==> config.mk <==
export PLATFORM = sky130hd
export DESIGN_NAME = simd_shiftadd_mul
export DESIGN_NICKNAME = d
export VERILOG_FILES = /design/src/rtl/smul_pkg.sv /design/src/rtl/smul_seg_adder.sv /design/src/rtl/smul_lane_step.sv /design/src/rtl/smul_packer.sv /design/src/rtl/smul_seq_ctrl.sv /design/src/rtl/simd_shiftadd_mul.sv
export SDC_FILE = /design/constraint.sdc
export NUM_CORES = 1
export LEC_CHECK = 0
export BUFFER_PORTS_ARGS = -buffer_cell sky130_fd_sc_hd__buf_2
export CORE_ASPECT_RATIO = 1.2
export CORE_MARGIN = 1
export CORE_UTILIZATION = 30
export CTS_CLUSTER_SIZE = 10
export DETAILED_ROUTE_END_ITERATION = 8
export MAX_ROUTING_LAYER = met4
export PLACE_DENSITY = 0.55
export SLEW_MARGIN = 20
export SYNTH_ARGS = -nofsm -noshare
export SYNTH_HDL_FRONTEND = slang
export SYNTH_HIERARCHICAL = 1
export SYNTH_SLANG_ARGS = --single-unit
==> constraint.sdc <==
create_clock -name clk -period 14.8 [get_ports clk]
set_input_delay 2.22 -clock clk [delete_from_list [all_inputs] [get_ports clk]]
set_output_delay 2.22 -clock clk [all_outputs]
set_load 0.05 [all_outputs]
==> src/rtl/smul_pkg.sv <==
`timescale 1ns/1ps
package smul_pkg;

  // Sequencer states for the iterative multiply.
  typedef enum logic [1:0] {
    ST_IDLE = 2'd0,
    ST_RUN  = 2'd1,
    ST_HOLD = 2'd2
  } smul_state_e;

  // Lane width selected by a mode code, limited to the datapath width.
  function automatic int lane_width(input int code, input int n_modes);
    int eff;
    eff = (code < n_modes) ? code : n_modes - 1;
    return 2 << eff;
  endfunction

endpackage

==> src/rtl/smul_seg_adder.sv <==
`timescale 1ns/1ps
// Ripple adder whose carry chain is cut at lane boundaries chosen by mode.
module smul_seg_adder
  import smul_pkg::*;
#(
  parameter int W  = 16,
  parameter int MW = 2
) (
  input  logic [MW-1:0]  mode,
  input  logic [W-1:0]   x,
  input  logic [W-1:0]   y,
  output logic [W-1:0]   sum,
  output logic [W/2-1:0] lane_co
);
  localparam int NM   = $clog2(W);
  localparam int NSEL = 1 << MW;

  logic [W-1:0] ci;
  logic [W-1:0] co;

  for (genvar k = 0; k < W; k++) begin : g_bit
    logic [NSEL-1:0] start_c;
    logic            prev_co;

    for (genvar m = 0; m < NSEL; m++) begin : g_mode
      localparam int LW = lane_width(m, NM);
      assign start_c[m] = ((k % LW) == 0);
    end

    if (k == 0) begin : g_first
      assign prev_co = 1'b0;
    end else begin : g_chain
      assign prev_co = co[k-1];
    end

    // carry mux: a lane's least significant bit never sees a carry in
    assign ci[k]  = start_c[mode] ? 1'b0 : prev_co;
    assign sum[k] = x[k] ^ y[k] ^ ci[k];
    assign co[k]  = (x[k] & y[k]) | (ci[k] & (x[k] ^ y[k]));
  end

  // every lane top bit is odd; export only those carries
  for (genvar j = 0; j < W/2; j++) begin : g_laneco
    assign lane_co[j] = co[2*j+1];
  end

endmodule

==> src/rtl/smul_lane_step.sv <==
`timescale 1ns/1ps
// One add-and-shift iteration applied lane-wise to the accumulator pair.
module smul_lane_step
  import smul_pkg::*;
#(
  parameter int W  = 16,
  parameter int MW = 2
) (
  input  logic [MW-1:0] mode,
  input  logic [W-1:0]  a,
  input  logic [W-1:0]  hi,
  input  logic [W-1:0]  lo,
  output logic [W-1:0]  hi_nx,
  output logic [W-1:0]  lo_nx
);
  localparam int NM   = $clog2(W);
  localparam int NSEL = 1 << MW;

  logic [W-1:0]   addend;
  logic [W-1:0]   sum;
  logic [W/2-1:0] lane_co;

  for (genvar k = 0; k < W; k++) begin : g_bit
    logic [NSEL-1:0] mbit_c;
    logic [NSEL-1:0] hi_c;
    logic [NSEL-1:0] lo_c;

    for (genvar m = 0; m < NSEL; m++) begin : g_mode
      localparam int LW  = lane_width(m, NM);
      localparam int LSB = k - (k % LW);
      localparam bit TOP = ((k % LW) == (LW - 1));

      // multiplier bit under test sits at the lane's low end
      assign mbit_c[m] = lo[LSB];

      if (TOP) begin : g_top
        assign hi_c[m] = lane_co[k/2];
        assign lo_c[m] = sum[LSB];
      end else begin : g_mid
        assign hi_c[m] = sum[k+1];
        assign lo_c[m] = lo[k+1];
      end
    end

    assign addend[k] = a[k] & mbit_c[mode];
    assign hi_nx[k]  = hi_c[mode];
    assign lo_nx[k]  = lo_c[mode];
  end

  smul_seg_adder #(
    .W  (W),
    .MW (MW)
  ) u_add (
    .mode    (mode),
    .x       (hi),
    .y       (addend),
    .sum     (sum),
    .lane_co (lane_co)
  );

endmodule

==> src/rtl/smul_packer.sv <==
`timescale 1ns/1ps
// Interleaves the accumulator halves into per-lane double-width products.
module smul_packer
  import smul_pkg::*;
#(
  parameter int W  = 16,
  parameter int MW = 2
) (
  input  logic [MW-1:0]  mode,
  input  logic [W-1:0]   hi,
  input  logic [W-1:0]   lo,
  output logic [2*W-1:0] product
);
  localparam int NM   = $clog2(W);
  localparam int NSEL = 1 << MW;

  logic [2*W-1:0] packed_c [NSEL];

  for (genvar m = 0; m < NSEL; m++) begin : g_mode
    localparam int LW = lane_width(m, NM);
    for (genvar i = 0; i < W/LW; i++) begin : g_lane
      assign packed_c[m][2*LW*i +: 2*LW] = {hi[LW*i +: LW], lo[LW*i +: LW]};
    end
  end

  assign product = packed_c[mode];

endmodule

==> src/rtl/smul_seq_ctrl.sv <==
`timescale 1ns/1ps
// Handshake and iteration sequencer.
module smul_seq_ctrl
  import smul_pkg::*;
#(
  parameter int W  = 16,
  parameter int MW = 2
) (
  input  logic          clk,
  input  logic          rst_n,
  input  logic          in_valid,
  input  logic          out_ready,
  input  logic [MW-1:0] mode,
  output logic          in_ready,
  output logic          out_valid,
  output logic          done,
  output logic          load,
  output logic          step,
  output logic [MW-1:0] mode_q
);
  localparam int NM   = $clog2(W);
  localparam int NSEL = 1 << MW;
  localparam int CW   = $clog2(W) + 1;

  smul_state_e   st;
  logic [CW-1:0] cnt;
  logic          done_q;
  logic [CW-1:0] iters_c [NSEL];

  for (genvar m = 0; m < NSEL; m++) begin : g_iters
    assign iters_c[m] = CW'(lane_width(m, NM));
  end

  assign in_ready  = (st == ST_IDLE);
  assign load      = in_ready & in_valid;
  assign step      = (st == ST_RUN);
  assign out_valid = (st == ST_HOLD);
  assign done      = done_q;

  always_ff @(posedge clk or negedge rst_n) begin
    if (!rst_n) begin
      st     <= ST_IDLE;
      cnt    <= '0;
      done_q <= 1'b0;
      mode_q <= '0;
    end else begin
      done_q <= 1'b0;
      unique case (st)
        ST_IDLE: begin
          if (in_valid) begin
            st     <= ST_RUN;
            cnt    <= iters_c[mode];
            mode_q <= mode;
          end
        end
        ST_RUN: begin
          cnt <= cnt - CW'(1);
          if (cnt == CW'(1)) begin
            st     <= ST_HOLD;
            done_q <= 1'b1;
          end
        end
        ST_HOLD: begin
          if (out_ready) st <= ST_IDLE;
        end
        default: st <= ST_IDLE;
      endcase
    end
  end

  // Iterations observed since the last acceptance, for the latency check.
  logic [CW-1:0] seen_len;
  always_ff @(posedge clk or negedge rst_n) begin
    if (!rst_n)    seen_len <= '0;
    else if (load) seen_len <= '0;
    else if (step) seen_len <= seen_len + CW'(1);
  end


  run_length_chk: assert property (@(posedge clk) disable iff (!rst_n)
    done |-> (seen_len == iters_c[mode_q]));


  done_single_chk: assert property (@(posedge clk) disable iff (!rst_n)
    done |=> !done);


  ready_idle_chk: assert property (@(posedge clk) disable iff (!rst_n)
    in_ready |-> (!out_valid && !step));


  hold_valid_chk: assert property (@(posedge clk) disable iff (!rst_n)
    (out_valid && !out_ready) |=> out_valid);

endmodule

==> src/rtl/simd_shiftadd_mul.sv <==
`timescale 1ns/1ps
module simd_shiftadd_mul
  import smul_pkg::*;
#(
  parameter int W = 16
) (
  input  logic                                    clk,
  input  logic                                    rst_n,
  input  logic [(($clog2($clog2(W)) > 0) ? $clog2($clog2(W)) : 1)-1:0] mode,
  input  logic                                    in_valid,
  output logic                                    in_ready,
  input  logic [W-1:0]                            a,
  input  logic [W-1:0]                            b,
  input  logic                                    out_ready,
  output logic                                    out_valid,
  output logic [2*W-1:0]                          product,
  output logic                                    done
);
  localparam int NM = $clog2(W);
  localparam int MW = ($clog2(NM) > 0) ? $clog2(NM) : 1;

  logic          load;
  logic          step;
  logic [MW-1:0] mode_q;
  logic [W-1:0]  a_q;
  logic [W-1:0]  hi_q;
  logic [W-1:0]  lo_q;
  logic [W-1:0]  hi_nx;
  logic [W-1:0]  lo_nx;

  smul_seq_ctrl #(
    .W  (W),
    .MW (MW)
  ) u_ctrl (
    .clk       (clk),
    .rst_n     (rst_n),
    .in_valid  (in_valid),
    .out_ready (out_ready),
    .mode      (mode),
    .in_ready  (in_ready),
    .out_valid (out_valid),
    .done      (done),
    .load      (load),
    .step      (step),
    .mode_q    (mode_q)
  );

  // Accumulator: hi holds partial sums, lo holds unconsumed multiplier bits
  always_ff @(posedge clk or negedge rst_n) begin
    if (!rst_n) begin
      a_q  <= '0;
      hi_q <= '0;
      lo_q <= '0;
    end else if (load) begin
      a_q  <= a;
      hi_q <= '0;
      lo_q <= b;
    end else if (step) begin
      hi_q <= hi_nx;
      lo_q <= lo_nx;
    end
  end

  smul_lane_step #(
    .W  (W),
    .MW (MW)
  ) u_step (
    .mode  (mode_q),
    .a     (a_q),
    .hi    (hi_q),
    .lo    (lo_q),
    .hi_nx (hi_nx),
    .lo_nx (lo_nx)
  );

  smul_packer #(
    .W  (W),
    .MW (MW)
  ) u_pack (
    .mode    (mode_q),
    .hi      (hi_q),
    .lo      (lo_q),
    .product (product)
  );


  mode_latched_chk: assert property (@(posedge clk) disable iff (!rst_n)
    !in_ready |=> $stable(mode_q));


  operand_latched_chk: assert property (@(posedge clk) disable iff (!rst_n)
    !in_ready |=> $stable(a_q));


  product_frozen_chk: assert property (@(posedge clk) disable iff (!rst_n)
    (out_valid && !out_ready) |=> $stable(product));

endmodule

* Word level (Yosys, flattened, before mapping)
Index checks and enable logic that the tools add are counted.
Widths: inputs -> output; s select.
** Storage, ports and cells
- Register bits after elaboration :: 58
- Input port bits :: 38
- Output and inout bits :: 35
- Logic and storage cells :: 240
** Operators by class
- Add/subtract/negate cells :: 1
- $lt $le $gt $ge :: 3
- Equal/unequal tests :: 6
- Multiplexer cells :: 121
- Bitwise logic cells :: 96
- Reductions and logical operators :: 6
** Operator list (count)
- $bmux 1 s2 :: 44
- $bmux 32 s2 :: 1
- $mux 16 :: 4
- $mux 32 :: 2
- $mux 1 :: 61
- $and 1x1->1 :: 48
- $xor 1x1->1 :: 31
- $mux 5 :: 3
- $or 1x1->1 :: 15
- $bmux 5 s2 :: 1
- $pmux 5 s2 :: 1
- $ge 3x3->1 const B :: 2
- $mux 2 :: 3
- $not 2->3 :: 2
- $pmux 2 s3 :: 1
- $eq 5x1->1 const B :: 1
- $sub 5x1->5 const B :: 1
- $ne 2x2->1 const B :: 2
- $reduce_and 2->1 :: 2
- $reduce_bool 2->1 :: 2
- $lt 2x3->1 const B :: 1
- $reduce_and 3->1 :: 1
- $eq 2x1->1 const B :: 1
- $eq 2x2->1 const B :: 1
- 2 further kinds :: 2

* Longest topological paths before layout
- Depth in word-level cells :: 53
- Mapped depth :: 33
- Gate-level depth less buffers :: 33

* Cells and area by module
The synthesis kept the hierarchy.
** By module, submodules not included
- simd_shiftadd_mul :: instances 1, cells an instance 155, area an instance 2045.7 um2, sequential area each 1201.2 um2
- smul_lane_step :: instances 1, cells an instance 71, area an instance 589.3 um2, sequential area each 0.0 um2
- smul_packer :: instances 1, cells an instance 63, area an instance 584.3 um2, sequential area each 0.0 um2
- smul_seg_adder :: instances 1, cells an instance 60, area an instance 534.3 um2, sequential area each 0.0 um2
- smul_seq_ctrl :: instances 1, cells an instance 54, area an instance 523.0 um2, sequential area each 250.2 um2

* Least setup slack after synthesis
No wires, ideal clock.
- Path kind :: reg2reg
- From :: reg u_ctrl.mode_q[1]
- To :: reg lo_q[15]
- Setup time :: 0.126 ns
- Data arrival time :: 6.769 ns
- Data required time :: 14.674 ns
- Setup slack :: 7.905 ns
- Stages on the path, launching flop included :: 31
- Path buffers :: 2
- Period minus slack after synthesis :: 6.895 ns
- Cell sequence :: dfrtp_1 -> buf_2 -> buf_4 -> o21ai_0 -> a21boi_1 -> fa_1 -> inv_1 -> fa_1 -> nor2b_1 -> fa_1 -> inv_1 -> fa_1 -> o21ba_1 -> fa_1 -> fa_1 -> and3_1 -> fa_1 -> inv_1 -> fa_1 -> o21ba_1 -> fa_1 -> inv_1 -> fa_1 -> nor2b_1 -> fa_1 -> fa_1 -> o21a_1 -> fa_1 -> mux4_2 -> mux2i_1 -> o21ai_0
** Between the ends
- Elaborated cells on any way between the ends :: 115
- Those cells by class :: 42 x mux; 73 x bitwise
** RTL lines
- start: declaration :: line smul_seq_ctrl.sv:19 : output logic [MW-1:0] mode_q
- start signal: assignment :: line smul_seq_ctrl.sv:53 : mode_q <= mode;
- $bmux 1 s2 (*) :: line smul_lane_step.sv:45 : assign addend[k] = a[k] & mbit_c[mode];
- $mux 1 (not written as such) (*) :: line smul_lane_step.sv:45
- $and 1x1->1 (*) :: line smul_lane_step.sv:45
- net u_step.addend[2] :: line smul_lane_step.sv:19 : logic [W-1:0] addend;
- $xor 1x1->1 :: line smul_seg_adder.sv:39 : assign co[k] = (x[k] & y[k]) | (ci[k] & (x[k] ^ y[k]));
- $and 1x1->1 :: line smul_seg_adder.sv:39
- $or 1x1->1 (*) :: line smul_seg_adder.sv:39
- $mux 1 (*) :: line smul_seg_adder.sv:37 : assign ci[k] = start_c[mode] ? 1'b0 : prev_co;
- [14 not listed]
- net u_step.u_add.g_bit[8].prev_co :: line smul_seg_adder.sv:23 : logic prev_co;
- [18 not listed]
- net u_step.u_add.g_bit[14].prev_co :: line smul_seg_adder.sv:23
- $mux 1 (*) :: line smul_seg_adder.sv:37
- $xor 1x1->1 (*) :: line smul_seg_adder.sv:38 : assign sum[k] = x[k] ^ y[k] ^ ci[k];
- net u_step.sum[14] :: line smul_lane_step.sv:20 : logic [W-1:0] sum;
- $bmux 1 s2 (*) :: line smul_lane_step.sv:47 : assign lo_nx[k] = lo_c[mode];
- $mux 1 (not written as such) (*) :: line smul_lane_step.sv:47
- net lo_nx[15] :: line simd_shiftadd_mul.sv:29 : logic [W-1:0] lo_nx;
- $mux 16 (*) :: line simd_shiftadd_mul.sv:58 : end else if (step) begin
- $mux 16 (*) :: line simd_shiftadd_mul.sv:54 : end else if (load) begin
- end signal: assignment :: line simd_shiftadd_mul.sv:60 : lo_q <= lo_nx;
- end: declaration :: line simd_shiftadd_mul.sv:27 : logic [W-1:0] lo_q;
Mark *: on every way through the listed nets, which the timed path passes. The rest lies on a longest branch. The select of a mux whose other input is x is not followed.
A chain may end at the register's enable or synchronous reset.

* Final worst setup path
- From :: reg lo_q[0]
- To :: reg lo_q[15]
** Between the ends
- Longest elaborated chain between the ends :: 49
- Elaborated cells on any way between the ends :: 107
- Those cells by class :: 34 x mux; 73 x bitwise
** RTL lines
- $bmux 1 s2 :: line smul_lane_step.sv:45
- $mux 1 (not written as such) :: line smul_lane_step.sv:45
- $and 1x1->1 :: line smul_lane_step.sv:45
- net u_step.addend[0] :: line smul_lane_step.sv:19
- $and 1x1->1 :: line smul_seg_adder.sv:39
- $mux 1 :: line smul_seg_adder.sv:37
- $and 1x1->1 :: line smul_seg_adder.sv:39
- $or 1x1->1 :: line smul_seg_adder.sv:39
- [18 not listed]
- net u_step.lane_co[3] :: line smul_lane_step.sv:21 : logic [W/2-1:0] lane_co;
- [18 not listed]
- net u_step.lane_co[6] :: line smul_lane_step.sv:21
- $mux 1 :: line smul_seg_adder.sv:37
- $xor 1x1->1 :: line smul_seg_adder.sv:38
- net u_step.sum[14] :: line smul_lane_step.sv:20
- $bmux 1 s2 :: line smul_lane_step.sv:47
- $mux 1 (not written as such) :: line smul_lane_step.sv:47
- net lo_nx[15] :: line simd_shiftadd_mul.sv:29
- $mux 16 :: line simd_shiftadd_mul.sv:58
- $mux 16 :: line simd_shiftadd_mul.sv:54
The timed path passes the listed nets, and every way through them passes these cells. The select of a mux whose other input is x is not followed.

==> impl_metrics.csv <==
group,metric,value,unit
finish,layout-drive-gt1-share,31.28,%
cts,clock_path_buffers,2,
sta,max_freq,135.8,MHz
synthesis,netlist.area_leader.share,33.94,%
outcome,violations,"DRC",
drt,drtAntennaViolNets,0,
cts,cts_setup_buffers,0,
finish,nets,505,
critical_path,start_kind,"flip-flop",
sta,fin_crit,7.364,ns
global_route,busiest_layer,"met2",
floorplan,start_util,30.82,%
synthesis,synthTopCellsByCount,"58 x dfrtp_1, 58 x mux2i_1, 42 x inv_1",
global_route,grt_pass1_wl,16.64,mm
synthesis,ys_types,46,
worst_hold_path,min_to,"a_q[15]",
floorplan,coreArea,0.01388,sq mm
synthesis,synth_area,0.004277,sq mm
synthesis,netlist_instances,403,
critical_path,cp_slowest_cell,"dfrtp_1",
cts,postCtsResizedCells,0,
global_route,grt_max_degree,71,
floorplan,pin_count,73,
global_route,grt_pass1_vias,3011,
critical_path,critPathKind,"flip-flop to flip-flop",
global_route,antenna_found_initial,0,
worst_hold_path,hp-start,"a_q[15]",
global_route,use_met2,23.06,%
synthesis,async_flop_share,100.0,%
synthesis,synth_area_leaders,"dfrtp_1 34%, mux2i_1 14%, mux2_2 7.4%",
worst_hold_path,hold_depth,1,
synthesis,syn-num-nets,459,
critical_path,cp_data_arrival_time,7.53,ns
cts,cts_buffers,9,
cts,clk_latency,0.33,ns
worst_hold_path,min_path_type,"flip-flop to flip-flop",
drt,via_per_inst,4.752,
floorplan,rows,47,
place,place.gp.congestion,0.7571,
drt,first_iter_violations,141,
synthesis,seq_area_frac_synth,33.94,%
critical_path,cpPeakStageDelay,0.49,ns
cts,postCtsHoldBufs,0,
sta,fin_skew,0.005708,ns
critical_path,worstSetupPathDepth,31,
critical_path,reg2regPathDepth,31,
critical_path,timing.rr.end,"lo_q[15]",
critical_path,cp.required,14.97,ns
cts,cts-htree-levels,3,
critical_path,crit_buf_inv,5,
global_route,gr-usage-met3,2.886,%
global_route,overflow,0,
cts,cts-root-buf,"clkbuf_16",
critical_path,cp_max_fo,11,
global_route,track_usage,14.97,%
synthesis,ys_ff_latch,58,
place,portBuffers,72,
sta,setup_tns,0,ns
finish,antenna_cells,0,
sta,tightestPinTransition,1.060,ns
synthesis,yosysTopAreaCell,"dfrtp_1",
floorplan,die_area,0.01474,sq mm
floorplan,fp.dieW,111.0,um
drt,routed_wl,10.01,mm
run,drv_cap,0,
sta,setup_viol,0,
drt,drc,8,
global_route,globalRouteMet1Util,19.97,%
synthesis,synth.yosys.warnings,6,
drt,dr_total_vias,2970,
sta,drv_slew,0,
critical_path,crit_start,"lo_q[0]",
critical_path,ff2ff_setup_slack,7.44,ns
cts,cts_tree,"built",
critical_path,cp_top_family,"adder cells",
finish,synthToLayoutAreaGrowth,12.73,%
synthesis,synth-main-ff-cell,"dfrtp_1",
sta,final_hold_viol_count,0,
cts,cts_sinks,58,
critical_path,r2r-start,"lo_q[0]",
sta,slew_headroom,29.34,%
drt,drtPass1Iterations,6,
floorplan,die_h,132.8,um
sta,fin_crit_sh,49.76,%
synthesis,synth_edf_count,0,
drt,wl_per_cell,16.01,um
outcome,status,"finished with violations",
cts,cts.clk_slew.worst_paths,0.06,ns
critical_path,cp-end-kind,"flip-flop",
critical_path,cpMostUsedCell,"fa_1",
place,hpwl,7.143,mm
sta,rsz0062_at_grt,"no",
synthesis,synth_area_per_cell,10.61,sq um
[stage by stage]
| stage | worst slack [ns] | util (%) | cell area, sq um | hold WS, ns | std cells |
|---|---|---|---|---|---|
| after CTS | 7.486 | 34.74 | 4821 | 0.5029 | 625 |
| final | 7.436 | 34.74 | 4821 | 0.5004 | 625 |
| after detailed placement | 7.510 | 32.72 | 4541 | 0.4898 | 609 |
| after global placement | 7.673 | 32.72 | 4541 | 0.4838 | 609 |
| after floorplan | 7.905 | - | 4277 | 0.4720 | 403 |
| after global routing | 7.011 | 34.74 | 4821 | 0.5175 | 625 |
[cell families (layout without fill, tap and decap cells)]
group | Yosys count | count (layout) | synth area share (%)
muxes | 104 | 104 | 28.76
and+or+nand+nor | 87 | 87 | 9.626
buffers and inverters | 84 | 135 | 11.82
DFF | 58 | 58 | 33.94
AOI/OAI and AO/OA | 51 | 51 | 7.753
adders and majority gates | 18 | 18 | 7.899
xor gates and xnor gates | 1 | 1 | 0.2048
[flip-flops by register name (all words and copies together), names as in the netlist]
signal,flops
a_q,16
u_ctrl/st,2
u_ctrl/mode_q,2
u_ctrl/done,1
lo_q,16
u_ctrl/cnt,5
hi_q,16
[how the worst max path moves through the flow]
| stage | end | slack (ns) |
|---|---|---|
| after floorplan | lo_q[15] | 7.91 |
| after global routing | lo_q[15] | 7.01 |
| final | lo_q[15] | 7.44 |
| after CTS | lo_q[15] | 7.49 |
| after global placement | lo_q[15] | 7.67 |
| after detailed placement | lo_q[15] | 7.51 |
[layer usage]
metal | up-vias | share of wire, %
met5 | - | 0
met4 | 0 | 1.1
met3 | 10 | 3.5
met2 | 60 | 47
met1 | 1454 | 48
li1 | 1446 | -
[final cells by class]
class                      count  area [sq um]
multi-input combinational    261          2320
fill                        1420          9057
timing repair buffer          76         390.4
tap                          171         214.0
inverter                      43         162.7
sequential                    58          1454
clock inverter                 7         55.05
clock buffer                   9         225.2
[placed cells by master (no fill, tap or decap), types with 3 or more instances in the layout]
cell	count
buf_2	72
mux2i_1	58
dfrtp_1	56
inv_1	41
nand2_1	31
mux2_2	28
nor2_1	25
fa_1	15
o21ai_1	14
o21ai_0	12
mux2_4	11
clkbuf_16	9
clkinvlp_4	5
and2_1	5
a211oi_1	5
nor3_1	5
nor2b_1	5
buf_4	4
a21oi_1	4
mux4_2	4
nand3b_1	3
nand3_1	3
ha_1	3
mux4_1	3
o21ba_1	3
Power is not shown: default switching activity piles up to over one toggle a cycle in this logic, so the estimate is an artifact.
